--- src/rtl/smbreg_pkg.sv ---
package smbreg_pkg;

  typedef enum logic [3:0] {
    ST_IDLE,
    ST_ADDR,
    ST_INDEX,
    ST_COUNT,
    ST_WDATA,
    ST_ACK,
    ST_TX,
    ST_TXACK,
    ST_WAIT
  } smb_state_e;

  localparam int DEF_NUM_REGS = 13;

  // register 12 first, register 0 last; 1 = writable bit
  localparam logic [DEF_NUM_REGS*8-1:0] DEF_RW_MASK =
    104'hFFFF_FFFF_0F00_FFFF_FFFF_FFFF_FF;
  localparam logic [DEF_NUM_REGS*8-1:0] DEF_RST_VAL =
    104'h0D00_0000_0200_0000_DEFF_FF0F_00;

endpackage

--- src/rtl/smbreg_sync.sv ---
module smbreg_sync #(
  parameter int STAGES = 2
) (
  input  logic clk,
  input  logic rst,
  input  logic scl_i,
  input  logic sda_i,
  output logic scl_s,
  output logic sda_s,
  output logic scl_rise,
  output logic scl_fall,
  output logic start_det,
  output logic stop_det
);
  logic [STAGES-1:0] scl_p, sda_p;
  logic scl_d, sda_d;

  always_ff @(posedge clk) begin
    if (rst) begin
      scl_p <= '1;
      sda_p <= '1;
      scl_d <= 1'b1;
      sda_d <= 1'b1;
    end else begin
      scl_p <= {scl_p[STAGES-2:0], scl_i};
      sda_p <= {sda_p[STAGES-2:0], sda_i};
      scl_d <= scl_p[STAGES-1];
      sda_d <= sda_p[STAGES-1];
    end
  end

  assign scl_s     = scl_p[STAGES-1];
  assign sda_s     = sda_p[STAGES-1];
  assign scl_rise  = scl_s & ~scl_d;
  assign scl_fall  = ~scl_s & scl_d;
  assign start_det = scl_s & scl_d & sda_d & ~sda_s;
  assign stop_det  = scl_s & scl_d & ~sda_d & sda_s;
endmodule

--- src/rtl/smbreg_bank.sv ---
module smbreg_bank #(
  parameter int NUM_REGS = 13,
  parameter int IDXW     = 4,
  parameter int CNT_IDX  = 12,
  parameter int CNT_MAX  = 32,
  parameter logic [NUM_REGS*8-1:0] RW_MASK = '1,
  parameter logic [NUM_REGS*8-1:0] RST_VAL = '0
) (
  input  logic                  clk,
  input  logic                  rst,
  input  logic                  wr_en,
  input  logic [IDXW-1:0]       wr_idx,
  input  logic [7:0]            wr_data,
  input  logic [NUM_REGS*8-1:0] status_i,
  output logic [NUM_REGS*8-1:0] view_o
);
  localparam logic [5:0] CAP6 = 6'(CNT_MAX);

  logic [NUM_REGS*8-1:0] q;

  for (genvar r = 0; r < NUM_REGS; r++) begin : g_reg
    logic [7:0] wv;
    logic       sel;
    assign sel = wr_en && (wr_idx == IDXW'(r));
    if (r == CNT_IDX) begin : g_cap
      assign wv = {wr_data[7:6], (wr_data[5:0] > CAP6) ? CAP6 : wr_data[5:0]};
    end else begin : g_pass
      assign wv = wr_data;
    end
    for (genvar b = 0; b < 8; b++) begin : g_bit
      if (RW_MASK[r*8+b]) begin : g_rw
        logic bq;
        always_ff @(posedge clk) begin
          if (rst)      bq <= RST_VAL[r*8+b];
          else if (sel) bq <= wv[b];
        end
        assign q[r*8+b] = bq;
      end else begin : g_ro
        assign q[r*8+b] = 1'b0;
      end
    end
  end

  assign view_o = (q & RW_MASK) | (status_i & ~RW_MASK);
endmodule

--- src/rtl/smbreg_proto.sv ---
module smbreg_proto
  import smbreg_pkg::*;
#(
  parameter int NUM_REGS = 13,
  parameter int IDXW     = 4,
  parameter logic [7:0] WR_ADDR = 8'hD2,
  parameter logic [7:0] RD_ADDR = 8'hD3
) (
  input  logic            clk,
  input  logic            rst,
  input  logic            sda_s,
  input  logic            scl_rise,
  input  logic            scl_fall,
  input  logic            start_det,
  input  logic            stop_det,
  input  logic [7:0]      rd_data,
  input  logic [7:0]      cnt_byte,
  output logic [IDXW-1:0] rd_idx,
  output logic            sda_oe,
  output logic            wr_en,
  output logic [IDXW-1:0] wr_idx,
  output logic [7:0]      wr_data
);
  localparam logic [IDXW-1:0] END_IDX = IDXW'(NUM_REGS);
  localparam logic [7:0]      NUM8    = 8'(NUM_REGS);

  smb_state_e      state, nxt;
  logic [3:0]      bitcnt;
  logic [7:0]      sh, tx_sh, wcnt;
  logic [IDXW-1:0] idx;
  logic            acked;

  assign rd_idx = idx;

  always_ff @(posedge clk) begin
    if (rst) begin
      state   <= ST_IDLE;
      nxt     <= ST_IDLE;
      bitcnt  <= '0;
      sh      <= '0;
      tx_sh   <= '0;
      wcnt    <= '0;
      idx     <= '0;
      acked   <= 1'b0;
      sda_oe  <= 1'b0;
      wr_en   <= 1'b0;
      wr_idx  <= '0;
      wr_data <= '0;
    end else begin
      wr_en <= 1'b0;
      if (stop_det) begin
        state  <= ST_IDLE;
        sda_oe <= 1'b0;
      end else if (start_det) begin
        state  <= ST_ADDR;
        bitcnt <= '0;
        sda_oe <= 1'b0;
      end else begin
        case (state)
          ST_ADDR, ST_INDEX, ST_COUNT, ST_WDATA: begin
            if (scl_rise && bitcnt != 4'd8) begin
              sh     <= {sh[6:0], sda_s};
              bitcnt <= bitcnt + 4'd1;
            end else if (scl_fall && bitcnt == 4'd8) begin
              bitcnt <= '0;
              state  <= ST_ACK;
              sda_oe <= 1'b1;
              case (state)
                ST_ADDR: begin
                  if (sh == WR_ADDR) nxt <= ST_INDEX;
                  else if (sh == RD_ADDR) nxt <= ST_TX;
                  else begin
                    state  <= ST_WAIT;
                    sda_oe <= 1'b0;
                  end
                end
                ST_INDEX: begin
                  idx <= (sh >= NUM8) ? END_IDX : sh[IDXW-1:0];
                  nxt <= ST_COUNT;
                end
                ST_COUNT: begin
                  wcnt <= sh;
                  nxt  <= ST_WDATA;
                end
                default: begin
                  nxt <= ST_WDATA;
                  if (wcnt != 8'd0) begin
                    wcnt <= wcnt - 8'd1;
                    if (idx != END_IDX) begin
                      wr_en   <= 1'b1;
                      wr_idx  <= idx;
                      wr_data <= sh;
                      idx     <= idx + IDXW'(1);
                    end
                  end
                end
              endcase
            end
          end
          ST_ACK: begin
            if (scl_fall) begin
              state  <= nxt;
              bitcnt <= '0;
              if (nxt == ST_TX) begin
                tx_sh  <= cnt_byte;
                sda_oe <= ~cnt_byte[7];
              end else begin
                sda_oe <= 1'b0;
              end
            end
          end
          ST_TX: begin
            if (scl_fall) begin
              if (bitcnt == 4'd7) begin
                sda_oe <= 1'b0;
                bitcnt <= '0;
                state  <= ST_TXACK;
              end else begin
                tx_sh  <= {tx_sh[6:0], 1'b0};
                sda_oe <= ~tx_sh[6];
                bitcnt <= bitcnt + 4'd1;
              end
            end
          end
          ST_TXACK: begin
            if (scl_rise) acked <= ~sda_s;
            else if (scl_fall) begin
              if (acked) begin
                tx_sh  <= rd_data;
                sda_oe <= ~rd_data[7];
                bitcnt <= '0;
                state  <= ST_TX;
                if (idx != END_IDX) idx <= idx + IDXW'(1);
              end else begin
                state <= ST_WAIT;
              end
            end
          end
          default: ;
        endcase
      end
    end
  end
endmodule

--- src/rtl/smbreg_slave.sv ---
module smbreg_slave
  import smbreg_pkg::*;
#(
  parameter int NUM_REGS    = DEF_NUM_REGS,
  parameter int CNT_IDX     = 12,
  parameter int CNT_MAX     = 32,
  parameter int SYNC_STAGES = 2,
  parameter logic [NUM_REGS*8-1:0] RW_MASK = DEF_RW_MASK,
  parameter logic [NUM_REGS*8-1:0] RST_VAL = DEF_RST_VAL
) (
  input  logic                  clk,
  input  logic                  rst,
  input  logic                  scl_i,
  input  logic                  sda_i,
  output logic                  sda_oe_o,
  input  logic [NUM_REGS*8-1:0] status_i,
  output logic [NUM_REGS*8-1:0] reg_q_o
);
  localparam int IDXW  = $clog2(NUM_REGS + 1);
  localparam int SLOTS = 1 << IDXW;

  logic            scl_s, sda_s, scl_rise, scl_fall, start_det, stop_det;
  logic            wr_en;
  logic [IDXW-1:0] wr_idx, rd_idx;
  logic [7:0]      wr_data, rd_data, cnt_byte;
  logic [NUM_REGS*8-1:0] view;
  logic [7:0]      slot [SLOTS];

  smbreg_sync #(.STAGES(SYNC_STAGES)) u_sync (
    .clk(clk), .rst(rst), .scl_i(scl_i), .sda_i(sda_i),
    .scl_s(scl_s), .sda_s(sda_s), .scl_rise(scl_rise), .scl_fall(scl_fall),
    .start_det(start_det), .stop_det(stop_det)
  );

  smbreg_proto #(.NUM_REGS(NUM_REGS), .IDXW(IDXW)) u_proto (
    .clk(clk), .rst(rst), .sda_s(sda_s), .scl_rise(scl_rise),
    .scl_fall(scl_fall), .start_det(start_det), .stop_det(stop_det),
    .rd_data(rd_data), .cnt_byte(cnt_byte), .rd_idx(rd_idx),
    .sda_oe(sda_oe_o), .wr_en(wr_en), .wr_idx(wr_idx), .wr_data(wr_data)
  );

  smbreg_bank #(
    .NUM_REGS(NUM_REGS), .IDXW(IDXW), .CNT_IDX(CNT_IDX), .CNT_MAX(CNT_MAX),
    .RW_MASK(RW_MASK), .RST_VAL(RST_VAL)
  ) u_bank (
    .clk(clk), .rst(rst), .wr_en(wr_en), .wr_idx(wr_idx), .wr_data(wr_data),
    .status_i(status_i), .view_o(view)
  );

  for (genvar i = 0; i < SLOTS; i++) begin : g_slot
    if (i < NUM_REGS) begin : g_live
      assign slot[i] = view[i*8 +: 8];
    end else begin : g_blank
      assign slot[i] = 8'h00;
    end
  end

  assign rd_data  = slot[rd_idx];
  assign cnt_byte = {2'b00, view[CNT_IDX*8 +: 6]};
  assign reg_q_o  = view;
endmodule

--- config.mk ---
export PLATFORM = sky130hd
export DESIGN_NAME = smbreg_slave
export DESIGN_NICKNAME = d
export VERILOG_FILES = /design/src/rtl/smbreg_pkg.sv /design/src/rtl/smbreg_sync.sv /design/src/rtl/smbreg_bank.sv /design/src/rtl/smbreg_proto.sv /design/src/rtl/smbreg_slave.sv
export SDC_FILE = /design/constraint.sdc
export NUM_CORES = 1
export LEC_CHECK = 0
export ABC_CLOCK_PERIOD_IN_PS = 2000
export BUFFER_PORTS_ARGS = -buffer_cell sky130_fd_sc_hd__buf_2
export CAP_MARGIN = 20
export CORE_MARGIN = 3
export CORE_UTILIZATION = 45
export CTS_CLUSTER_DIAMETER = 30
export DETAILED_ROUTE_END_ITERATION = 7
export PLACE_DENSITY = 0.83
export SYNTH_ARGS = -nofsm -noshare
export SYNTH_HDL_FRONTEND = slang
export SYNTH_SLANG_ARGS = --single-unit
--- constraint.sdc ---
create_clock -name clk -period 2 [get_ports clk]
set_clock_uncertainty 0.05 [all_clocks]
set_input_delay 0.1 -clock clk [delete_from_list [all_inputs] [get_ports clk]]
set_output_delay 0.1 -clock clk [all_outputs]
set_load 0.01 [all_outputs]
==> results_dict.tcl <==
set metrics [dict create \
    rsz0062_at_grt "true" \
    yosys.area.top_type_share_pct 37.2 \
    power_leakage_nw 3.75 \
    cts_buffer_depth 2 \
    critPathLaunchType "flop" \
    period_share_pct 99.1 \
    slew_viol_final 0 \
    setup_viol 0 \
    clockRootBuffer "clkbuf_16" \
    rrSetupSlack_ns 0.02 \
    slowest_stage "dfxtp_4" \
    cts_tree "yes" \
    reg2regPathDepth 6 \
    hold_violations 0 \
    drive_above_1_share_pct 31.1 \
    cap_viol_max_count 0 \
    netlist_instances 912 \
    ys_seq_area_share_pct 37.2 \
    synth_common_cells "dfxtp_1 (151), nor2_1 (115), buf_4 (109)" \
    grt_max_degree 51 \
    drt_iter0_drc 726 \
    start_util_pct 46.5 \
    antenna_cells 0 \
    yosysUniqueCellTypes 65 \
    tns_ns 0 \
    power.density_mw_per_mm2 914 \
    firstDrtPassIters 6 \
    grt_pass1_vias 6770 \
    place_hpwl_um 16100 \
    crit_arrival_ns 2.26 \
    num_vias 7217 \
    regToRegEndpoint "u_proto.rd_idx[2]" \
    worstSetupPathType "reg2reg" \
    areaGrowthSynthToFinish_pct 17.0 \
    crit_path_frequent_cell "buf_4" \
    synth.area.top_cells "dfxtp_1 (37%), buf_4 (10%), mux2i_1 (7.1%), mux4_2 (6.4%), nor2_1 (5.3%)" \
    die_h_um 140 \
    outcome "complete, no violations" \
    tightest_slew_ns 0.701 \
    cp_cell_sequence "buf_4 -> nor4b_4 -> a21oi_1 -> buf_4 -> a211o_4 -> a311oi_4" \
    fmax_ghz 0.504 \
    grt_overflow 0 \
    min-delay-path-class "in2reg" \
    syn_area_mm2 0.00813 \
    clock-sinks 151 \
    fin_total_pwr_mw 8.70 \
    die-area_mm2 0.0197 \
    irDropWorstVdd_mv 0.688 \
    grt_first_pass_wirelength_um 37000 \
    whs_endpoint "u_bank.g_reg[5].g_bit[0].g_rw.bq" \
    ys_seq_elements 151 \
    crit_fanout 10 \
    numCtsBuffers 17 \
    clkLatencyLatePin_ns 0.43 \
    async_reset_ff_share_pct 0 \
    cts_htree_levels 4 \
    gp_congestion 0.946 \
    drc_errors 0 \
    antenna_found_initial 0 \
    rows 48 \
    die_w_um 140 \
    clk_pin_slew_ns 0.07 \
    syn-num-nets 1026 \
    grt_util_all_layers_pct 23.3 \
    yosysMostFrequentCell "dfxtp_1" \
    routed_wl_um 23400 \
    postSynthAreaPerCell_um2 8.92 \
    slew_headroom_pct 53.2 \
    wl_per_cell_um 19.2 \
    portBuffers 120 \
    crit_required_ns 2.28 \
    dp_cells 1176 \
    drtAntennaViolNets 0 \
    hold_depth 2 \
    min_period_ns 1.98 \
    ys.flop_type "dfxtp_1" \
    slowest_delay_ns 0.38 \
    synth-edff-count 0 \
    layoutNonFillerInstCount 1216 \
    core_mm2 0.0175 \
    yosys.area.top_type "dfxtp_1" \
    io_pins 213 \
    yosys_warnings 0 \
    fin_nets 1092 \
    cp-end-kind "flop" \
    holdCritStartpoint "rst" \
    via_per_inst 5.94 \
    regToRegStartpoint "u_proto.state[3]" \
]
-- how the worst max path moves through the flow --
stage                     slack (ns)           endpoint               from
after floorplan                 0.03  u_proto.wr_idx[2]  u_proto.rd_idx[1]
after global placement         -0.08  u_proto.rd_idx[2]   u_proto.state[3]
after detailed placement       -0.15  u_proto.rd_idx[2]   u_proto.state[3]
after CTS                      0.009  u_proto.bitcnt[1]  u_proto.bitcnt[0]
after global routing           -0.06  u_proto.bitcnt[1]  u_proto.bitcnt[0]
final                           0.02  u_proto.rd_idx[2]   u_proto.state[3]
-- logic make-up (layout without fill, tap and decap cells) --
logic type / after synthesis / in the layout / synth area share [%]
AOI/OAI and AO/OA: 185 / 185 / 15.4
xor gates and xnor gates: 3 / 3 / 0.323
adders and majority gates: 7 / 7 / 1.05
buffers and inverters: 183 / 262 / 13.6
DFF: 151 / 151 / 37.2
muxes: 82 / 82 / 13.6
and+or+nand+nor: 301 / 301 / 18.8
-- stage by stage --
stage                     setup slack, ns  instance area, µm²  hold slack (ns)  util [%]
final                              0.0176                9520           0.0666      54.4
after global placement            -0.0788                8690            0.247      49.7
after detailed placement           -0.149                8690            0.247      49.7
after CTS                         0.00874                9400           0.0429      53.8
after global routing              -0.0589                9520           0.0681      54.4
after floorplan                    0.0267                8140            0.154         -
-- cell type report --
type / count / area (µm²)
Sequential cell: 151 / 3040
Tap cell: 225 / 282
Multi-Input combinational cell: 578 / 4080
Fill cell: 1454 / 7960
Timing Repair Buffer: 213 / 1390
Clock inverter: 14 / 218
Clock buffer: 18 / 439
Inverter: 17 / 63.8
-- power by group --
group	total, mW	switching [mW]	leakage [nW]	internal (mW)
Sequential	3.14	0.0825	1.22	3.06
Clock	3.59	1.33	0.319	2.26
Combinational	1.97	1.05	2.21	0.918
Total	8.70	2.46	3.75	6.24
-- per-layer routing --
layer  global-route usage [%]  vias to the layer above  wire length [µm]
met5                        0                        -                 0
met4                     9.74                        0              1020
met3                     5.09                       72              1670
met2                     38.5                      337             11000
met1                     29.5                     3522              9680
li1                         -                     3286                 -
-- worst max-delay path: cells and delay by family, from the launching register on --
kind	cells	cell delay, ns
AO/OA/AOI/OAI	3	0.74
flip-flops	1	0.38
AND/OR/NAND/NOR	1	0.38
buffers and inverters	2	0.33
-- sequential cells by signal (all words and copies together), names as in the netlist, 2 cells and up --
name and count:
u_proto.wcnt 8, u_proto.nxt 3, u_proto.state 4, u_proto.wr_idx 4
u_proto.rd_idx 4, u_proto.tx_sh 7, u_proto.sh 8, u_proto.wr_data 8
u_sync.scl_p 2, u_bank.g.g_bit.g_rw.bq 92, u_proto.bitcnt 4, u_sync.sda_p 2
-- layout by cell type (no fill, tap or decap), types with 4 or more instances in the layout --
cell       synthesis  routed
dfxtp_1          151     144
buf_2             11     119
nor2_1           115     112
buf_4            109      83
a21oi_1           71      70
mux2i_1           58      58
nand2_1           57      57
a211o_1           29      29
nor2b_1           28      28
o21ai_0           26      25
mux4_2            23      23
clkbuf_16          0      17
inv_1             16      16
or2_2             13      13
nor3_1            12      11
nand3_1           11      10
nor3b_1           10      10
a311oi_1          11      10
nand3b_1           9       9
a221oi_1           7       7
nand2b_1           7       6
o221ai_1           6       6
buf_12             0       6
o31ai_1            5       5
or4_1              5       5
a211oi_1           5       5
ha_1               6       5
bufinv_16          0       5
dfxtp_2            0       5
nand4_1            4       4
o311ai_0           4       4
-- what timing repair did --
action | in CTS | in global routing
gates resized for setup | 11 | 19
pin swaps | 0 | 9
hold buffers | 2 | 0
setup buffers | 0 | 6
setup endpoints to repair | 24 | 36
endpoints found under the hold margin | 2 | 0
No activity file was read; power rests on OpenSTA's default activity.
